[config.mk]
export PLATFORM = sky130hd
export DESIGN_NAME = rbr_hold_ctrl
export DESIGN_NICKNAME = d
export VERILOG_FILES = /design/src/rtl/rbr_pkg.sv /design/src/rtl/rbr_fsm.sv /design/src/rtl/rbr_ptrs.sv /design/src/rtl/rbr_scan.sv /design/src/rtl/rbr_hold_ctrl.sv
export SDC_FILE = /design/constraint.sdc
export NUM_CORES = 1
export LEC_CHECK = 0
export CAP_MARGIN = 40
export CELL_PAD_IN_SITES_DETAIL_PLACEMENT = 0
export CELL_PAD_IN_SITES_GLOBAL_PLACEMENT = 1
export CORE_ASPECT_RATIO = 0.9
export CORE_MARGIN = 2
export CORE_UTILIZATION = 41
export DETAILED_ROUTE_END_ITERATION = 12
export PLACE_DENSITY = 0.92
export SLEW_MARGIN = 20
export SYNTH_ARGS = -nofsm -noshare
export SYNTH_HDL_FRONTEND = slang
export SYNTH_SLANG_ARGS = --single-unit
[constraint.sdc]
create_clock -name clk -period 3.9 [get_ports clk]
set_input_delay 1.17 -clock clk [delete_from_list [all_inputs] [get_ports clk]]
set_output_delay 1.17 -clock clk [all_outputs]
set_load 0.05 [all_outputs]
[src/rtl/rbr_pkg.sv]
// Package rbr_pkg
// Shared state encoding of the ring buffer hold-and-refresh controller.
// Assumes a 3-bit state is enough; the numeric codes are visible at the top port.
package rbr_pkg;
    typedef enum logic [2:0] {
        RB_IDLE    = 3'd0,
        RB_RUN     = 3'd1,
        RB_WSTOP   = 3'd2,
        RB_REFRESH = 3'd3,
        RB_RESUME  = 3'd4
    } rb_state_e;
endpackage

[src/rtl/rbr_fsm.sv]
// Module rbr_fsm
// Control sequencer: decides the state and which pointer actions are allowed.
// It also tracks the sticky error raised when write-enable mode is driven during the hold.
// Assumes level-sensitive refresh and single-cycle command pulses.
module rbr_fsm
    import rbr_pkg::*;
(
    input  logic      clk,
    input  logic      rst_n,
    input  logic      start_i,
    input  logic      stop_i,
    input  logic      refresh_i,
    input  logic      compare_i,
    input  logic      wr_mode_i,
    output rb_state_e state_o,
    output logic      wr_ok_o,
    output logic      rd_ok_o,
    output logic      enter_rf_o,
    output logic      leave_rf_o,
    output logic      cmp_take_o,
    output logic      err_o
);
    rb_state_e state_q, state_d;
    logic      err_q;

    // Next-state decode
    always_comb begin
        state_d = state_q;
        unique case (state_q)
            RB_IDLE:    if (start_i) state_d = RB_RUN;
            RB_RUN:     if (refresh_i) state_d = RB_REFRESH;
                        else if (stop_i) state_d = RB_WSTOP;
            RB_WSTOP:   if (refresh_i) state_d = RB_REFRESH;
            RB_REFRESH: if (!refresh_i) state_d = RB_RESUME;
            RB_RESUME:  if (refresh_i) state_d = RB_REFRESH;
                        else if (compare_i) state_d = RB_RUN;
            default:    state_d = RB_IDLE;
        endcase
    end

    // Action strobes for the pointer and scan logic
    always_comb begin
        enter_rf_o = (state_q != RB_REFRESH) && (state_d == RB_REFRESH);
        leave_rf_o = (state_q == RB_REFRESH) && !refresh_i;
        cmp_take_o = (state_q == RB_RESUME) && !refresh_i && compare_i;
        wr_ok_o    = (state_q == RB_RUN) && !refresh_i && !stop_i;
        rd_ok_o    = ((state_q == RB_RUN) || (state_q == RB_WSTOP) ||
                      (state_q == RB_RESUME)) && !refresh_i;
    end

    // State register
    always_ff @(posedge clk) begin
        if (!rst_n) state_q <= RB_IDLE;
        else        state_q <= state_d;
    end

    // Sticky error on write-enable mode during the hold
    always_ff @(posedge clk) begin
        if (!rst_n) err_q <= 1'b0;
        else if (wr_mode_i && ((state_q == RB_REFRESH) || (state_q == RB_RESUME)))
            err_q <= 1'b1;
    end

    assign state_o = state_q;
    assign err_o   = err_q;

    a_r9_err_sticky: assert property (@(posedge clk) disable iff (!rst_n)
        err_q |=> err_q);
    a_r3_wstop_holds: assert property (@(posedge clk) disable iff (!rst_n)
        (state_q == RB_WSTOP) && !refresh_i |=> state_q == RB_WSTOP);
    a_r7_leave_to_resume: assert property (@(posedge clk) disable iff (!rst_n)
        leave_rf_o |=> state_q == RB_RESUME);
endmodule

[src/rtl/rbr_ptrs.sv]
// Module rbr_ptrs
// Holds the write, valid-write, read and saved-read addresses.
// Every pointer wraps modulo BUF_WORDS. Assumes BUF_WORDS <= 2**AW.
module rbr_ptrs #(
    parameter int AW        = 18,
    parameter int BUF_WORDS = 1 << AW
) (
    input  logic          clk,
    input  logic          rst_n,
    input  logic          wr_step_i,
    input  logic          rd_step_i,
    input  logic          wr_ok_i,
    input  logic          rd_ok_i,
    input  logic          in_rf_i,
    input  logic          enter_rf_i,
    input  logic          leave_rf_i,
    input  logic          cmp_take_i,
    output logic [AW-1:0] wa_o,
    output logic [AW-1:0] vwa_o,
    output logic [AW-1:0] ra_o,
    output logic [AW-1:0] ral_o
);
    localparam logic [AW-1:0] LAST = AW'(BUF_WORDS - 1);

    logic [AW-1:0] wa_q, vwa_q, ra_q, ral_q;

    function automatic logic [AW-1:0] bump(input logic [AW-1:0] a);
        return (a == LAST) ? '0 : a + 1'b1;
    endfunction

    // Write-side pointers: advance on a write step, realign on compare
    always_ff @(posedge clk) begin
        if (!rst_n) begin
            wa_q  <= '0;
            vwa_q <= '0;
        end else if (cmp_take_i) begin
            wa_q <= bump(vwa_q);
        end else if (wr_ok_i && wr_step_i) begin
            vwa_q <= wa_q;
            wa_q  <= bump(wa_q);
        end
    end

    // Read pointer: advance on a read step, restore at the end of the hold
    always_ff @(posedge clk) begin
        if (!rst_n)                   ra_q <= '0;
        else if (leave_rf_i)          ra_q <= ral_q;
        else if (rd_ok_i && rd_step_i) ra_q <= bump(ra_q);
    end

    // Saved read address: captured when the hold begins
    always_ff @(posedge clk) begin
        if (!rst_n)          ral_q <= '0;
        else if (enter_rf_i) ral_q <= ra_q;
    end

    assign wa_o  = wa_q;
    assign vwa_o = vwa_q;
    assign ra_o  = ra_q;
    assign ral_o = ral_q;

    a_r5_ra_frozen: assert property (@(posedge clk) disable iff (!rst_n)
        in_rf_i && !leave_rf_i |=> $stable(ra_q));
    a_r5_write_frozen: assert property (@(posedge clk) disable iff (!rst_n)
        in_rf_i |=> $stable(wa_q) && $stable(vwa_q));
    a_r7_restore: assert property (@(posedge clk) disable iff (!rst_n)
        leave_rf_i |=> ra_q == ral_q);
    a_r5_ral_frozen: assert property (@(posedge clk) disable iff (!rst_n)
        in_rf_i |=> $stable(ral_q));
endmodule

[src/rtl/rbr_scan.sv]
// Module rbr_scan
// Refresh address walker. While the hold is active it issues one read request
// per memory-ready cycle. The addresses run from the saved read address to the
// valid-write address and then start again.
// Assumes the saved address and the valid-write address stay stable through the hold.
module rbr_scan #(
    parameter int AW        = 18,
    parameter int BUF_WORDS = 1 << AW
) (
    input  logic          clk,
    input  logic          rst_n,
    input  logic          in_rf_i,
    input  logic          enter_rf_i,
    input  logic          mem_rdy_i,
    input  logic [AW-1:0] ra_i,
    input  logic [AW-1:0] ral_i,
    input  logic [AW-1:0] vwa_i,
    output logic [AW-1:0] addr_o,
    output logic          req_o
);
    localparam logic [AW-1:0] LAST = AW'(BUF_WORDS - 1);

    logic [AW-1:0] scan_q;

    // Walk the refresh address, wrapping at the valid-write address
    always_ff @(posedge clk) begin
        if (!rst_n)          scan_q <= '0;
        else if (enter_rf_i) scan_q <= ra_i;
        else if (in_rf_i && mem_rdy_i) begin
            if (scan_q == vwa_i)     scan_q <= ral_i;
            else if (scan_q == LAST) scan_q <= '0;
            else                     scan_q <= scan_q + 1'b1;
        end
    end

    assign addr_o = scan_q;
    assign req_o  = in_rf_i && mem_rdy_i;

    a_r6_loop_starts_at_saved: assert property (@(posedge clk) disable iff (!rst_n)
        $rose(in_rf_i) |-> scan_q == ral_i);
    a_r6_idle_holds_addr: assert property (@(posedge clk) disable iff (!rst_n)
        in_rf_i && !mem_rdy_i && !enter_rf_i |=> $stable(scan_q));
endmodule

[src/rtl/rbr_hold_ctrl.sv]
// Module rbr_hold_ctrl
// Top level of the ring buffer hold-and-refresh controller. It joins the
// control sequencer, the pointer bank and the refresh address walker.
// Assumes the DRAM timing generator consumes rd_req_o/rf_addr_o and
// the output path honours mute_o.
module rbr_hold_ctrl
    import rbr_pkg::*;
#(
    parameter int AW        = 18,
    parameter int BUF_WORDS = 1 << AW
) (
    input  logic          clk,
    input  logic          rst_n,
    input  logic          start_i,
    input  logic          stop_i,
    input  logic          refresh_i,
    input  logic          compare_i,
    input  logic          wr_mode_i,
    input  logic          wr_step_i,
    input  logic          rd_step_i,
    input  logic          mem_rdy_i,
    output logic [AW-1:0] wa_o,
    output logic [AW-1:0] vwa_o,
    output logic [AW-1:0] ra_o,
    output logic [AW-1:0] ral_o,
    output logic [AW-1:0] rf_addr_o,
    output logic          rd_req_o,
    output logic          mute_o,
    output logic [2:0]    state_o,
    output logic          seq_err_o
);
    rb_state_e st;
    logic wr_ok, rd_ok, enter_rf, leave_rf, cmp_take, in_rf;

    rbr_fsm u_fsm (
        .clk(clk), .rst_n(rst_n),
        .start_i(start_i), .stop_i(stop_i), .refresh_i(refresh_i),
        .compare_i(compare_i), .wr_mode_i(wr_mode_i),
        .state_o(st), .wr_ok_o(wr_ok), .rd_ok_o(rd_ok),
        .enter_rf_o(enter_rf), .leave_rf_o(leave_rf),
        .cmp_take_o(cmp_take), .err_o(seq_err_o)
    );

    assign in_rf = (st == RB_REFRESH);

    rbr_ptrs #(.AW(AW), .BUF_WORDS(BUF_WORDS)) u_ptrs (
        .clk(clk), .rst_n(rst_n),
        .wr_step_i(wr_step_i), .rd_step_i(rd_step_i),
        .wr_ok_i(wr_ok), .rd_ok_i(rd_ok), .in_rf_i(in_rf),
        .enter_rf_i(enter_rf), .leave_rf_i(leave_rf), .cmp_take_i(cmp_take),
        .wa_o(wa_o), .vwa_o(vwa_o), .ra_o(ra_o), .ral_o(ral_o)
    );

    rbr_scan #(.AW(AW), .BUF_WORDS(BUF_WORDS)) u_scan (
        .clk(clk), .rst_n(rst_n),
        .in_rf_i(in_rf), .enter_rf_i(enter_rf), .mem_rdy_i(mem_rdy_i),
        .ra_i(ra_o), .ral_i(ral_o), .vwa_i(vwa_o),
        .addr_o(rf_addr_o), .req_o(rd_req_o)
    );

    assign mute_o  = in_rf;
    assign state_o = st;

    a_r6_req_needs_ready: assert property (@(posedge clk) disable iff (!rst_n)
        rd_req_o |-> mem_rdy_i && mute_o);
    a_r4_mute_on_entry: assert property (@(posedge clk) disable iff (!rst_n)
        enter_rf |=> mute_o);
endmodule

==> summary.md <==
| Metric | Value |
|---|---|
| Run status | `finished, final reports clean` |
| Top-area cell type share of the netlist area | `0.356` |
| Initial Utilization | `0.418` |
| Post-synth cell types | `64` |
| Vias in the first global route | `about 5200` |
| Crit path kind | `reg -> out` |
| Largest delay contributor family on the critical path | `buffers and inverters` |
| Synth Cell Area | `5280 um^2` |
| Critical path startpoint category | `flop` |
| Clock root buffer | `clkbuf_16` |
| Fin nets | `775` |
| Worst R2R Start | `u_scan.addr_o[12]` |
| Synth Flop Type | `dfxtp_1` |
| Post-route DRC | `0` |
| TritonCTS clock tree | `yes` |
| Max Freq | `0.304 GHz` |
| Maximum clock path buffer count | `2` |
| VDD IR max | `~0.24 mV` |
| Final hold violations | `0` |
| Final critical-path setup slack | `approximately 0.61 ns` |
| Global-route wire length before repair | `26500 um` |
| Flop2flop setup slack | `around 1.5 ns` |
| Inserted Diodes | `0` |
| Worst-Skew Late Latency | `approximately 0.36 ns` |
| CP endpoint kind | `output port` |
| Vias post-DR | `between 5000 and 6000` |
| Initial antenna violation count | `0` |
| Seq cells post-synth | `94` |
| Die extent in x | `approximately 120 um` |
| Clock skew | `just over 0.009 ns` |
| Area Growth Syn to Fin | `28.4%` |
| IO buf count | `105` |
| # clock sinks | `94` |
| RSZ-0062 raised after global routing | `no` |
| Synth area leaders | `dfxtp_1, nand2_1, xor2_1` |
| Total routed wirelength | `roughly 16000 um` |
| Synth top cells by count | `nand2_1, dfxtp_1, a21oi_1` |
| Most frequent cell after synthesis | `nand2_1` |
| Via-to-Cell Ratio | `approximately 5.8` |
| Largest stage delay, worst path | `~0.80 ns` |
| Critical-path cell list | `nand2_1 -> nor2_1 -> buf_4 -> clkdlybuf4s50_1` |
| Syn Nets | `between 600 and 700` |
| Setup tns final | `0 ns` |
| Overflow after GRT | `0` |
| CTS buffer count | `9` |
| Avg Inst Size Synth | `between 7 and 8 um^2` |
| ANT nets after route | `0` |
| Final setup violation count | `0` |
| DRT Pass-1 Iters | `7` |
| R2R depth | `7` |
| Cells after synthesis | `between 600 and 700` |
| Pre-CTS WS | `between 0.4 and 0.5 ns` |
| Starting DRT DRC Count | `approximately 600` |
| Yosys warns | `0` |
| Max-slew violations | `0` |
| Post-layout minimum cycle time | `between 3 and 4 ns` |
| DR WL/cell | `17.5 um` |
| All-Layer GR Usage | `0.241` |
| Critical path endpoint | `mute_o` |
| Largest net degree at the start of global routing | `33` |
| Crit. Startpoint | `u_fsm.state_o[0]` |
| Ports | `roughly 110` |
| Ratio of cells with drive above 1 in the final layout | `0.0640` |
| Filler Cells Inserted | `between 1000 and 1500` |
| Post-synthesis sequential area ratio | `0.356` |
| Pleak | `around 2.3 nW` |
| Sequential cell area | `1880 um^2` |
| Core Util, Final | `0.537` |
| Max-cap check violation count | `0` |
| Final RePlAce weighted congestion | `about 0.93` |
| Post-CTS sizing | `0` |
| Die area | `between 10000 and 15000 um^2` |
| Post-synth ARST share | `0` |
| Multi-input logic area | `3170 um^2` |
| Cell Pwr Density | `approximately 310 nW/um^2` |
| Row cnt | `39` |
| Post-CTS Repair Setup Buffers | `0` |
| Worst Path Required | `~2.7 ns` |
| Post-CTS Hold Fix Bufs | `0` |
| Final period util | `0.844` |
| Slew HR | `0.440` |
| Die Height | `between 100 and 150 um` |
| Worst Tran Pin Value | `approximately 0.84 ns` |
| Worst r2r dst | `u_scan.addr_o[14]` |
| CP Depth | `4` |
| HPWL Detailed | `around 12000 um` |
| Tightest Hold Check Type | `reg -> reg` |
| Crit path max fanout | `12` |
| Post-synth EDFFs | `0` |
| CTS H-tree lvls | `3` |
| Clock-pin slew on the worst setup and hold paths | `around 0.07 ns` |
| WP data arrival | `~2.1 ns` |
| Placed insts | `approximately 900` |
| Slowest stage cell on the critical path | `clkdlybuf4s50_1` |
| Core area | `around 13000 um^2` |
| WP buf/inv | `2` |
| Non-Filler Instances | `930` |
| Post-synth top area cell | `dfxtp_1` |
[flip-flops by register name, indices dropped and copies added, names as in the netlist]
register and flops:
u_ptrs.ral_o 18, u_ptrs.wa_o 18, u_ptrs.vwa_o 18, u_ptrs.ra_o 18
u_fsm.err_o 1, u_scan.addr_o 18, u_fsm.state_o 3
[how the worst min path moves through the flow]
stage                      startpoint           to  cells past startpoint
after floorplan           u_fsm.err_o  u_fsm.err_o                      2
after global placement    u_fsm.err_o  u_fsm.err_o                      2
after detailed placement  u_fsm.err_o  u_fsm.err_o                      2
after CTS                 u_fsm.err_o  u_fsm.err_o                      2
after global routing      u_fsm.err_o  u_fsm.err_o                      2
final                     u_fsm.err_o  u_fsm.err_o                      2
[routing by layer]
layer  GRT usage  vias up  share of wire
met5           0        -              0
met4      0.0765        0          0.014
met3      0.0512       21          0.059
met2       0.387      198           0.46
met1       0.321     2580           0.46
li1            -     2569              -
[cells by family (layout without fill, tap and decap cells)]
kind of cell,after synthesis,in the layout,share of synthesized area
AOI/OAI and AO/OA,156,156,0.198
adders and majority gates,5,5,0.0114
DFF,94,94,0.356
xor gates and xnor gates,67,67,0.111
muxes,8,8,0.0152
buffers and inverters,50,148,0.0455
and+or+nand+nor,288,288,0.262
[power breakdown]
part	switching (mW)	leakage [nW]	total, mW	internal [mW]
logic	0.156	1.42	0.232	0.0763
registers	0.0230	0.758	0.993	0.970
clock network	0.389	0.143	0.908	0.518
[stage by stage]
| step | cell area [um^2] | hold slack (ns) | power (mW) |
|---|---|---|---|
| final | 6780 | 0.450 | 2.13 |
| after global routing | 6780 | 0.493 | 2.20 |
| after CTS | 6780 | 0.453 | 2.14 |
| after detailed placement | 6480 | 0.444 | 1.24 |
| after global placement | 6460 | 0.434 | 1.24 |
| after floorplan | 5280 | 0.663 | 1.17 |
[placed cells by master, fill, tap and decap left out, types with 7 or more instances in the layout]
cell               n
nand2_1          123
a211oi_1           9
and3_1             9
o22ai_1            7
a21o_1            12
and4_1             7
nor3_1            10
o311ai_0           8
inv_1              9
nor2_1            43
o21ai_0            9
mux2i_1            8
a21oi_1           56
xor2_1            40
a31oi_1           10
nand4_1           16
clkbuf_16          9
buf_4             15
xnor2_1           27
a21boi_0           8
a22oi_1            8
clkdlybuf4s50_1  104
nand3_1           45
dfxtp_1           94
[layout make-up]
type / instances / area share
well taps: 164 / 0.0303
multi-input cells: 524 / 0.467
clock buffers: 12 / 0.0363
inverters: 11 / 0.00609
clock inverters: 4 / 0.00812
flip-flops and latches: 94 / 0.277
repair buffers: 121 / 0.175
[worst register-to-register path, cell delays in order (launching register included)]
cell	delay, ns
dfxtp_1	0.47
xor2_1	0.15
nor4_1	0.33
nand3_1	0.18
nor4_4	0.63
buf_6	0.23
mux2i_1	0.23
o22ai_1	0.11
No activity file was read; power rests on OpenSTA's default activity.
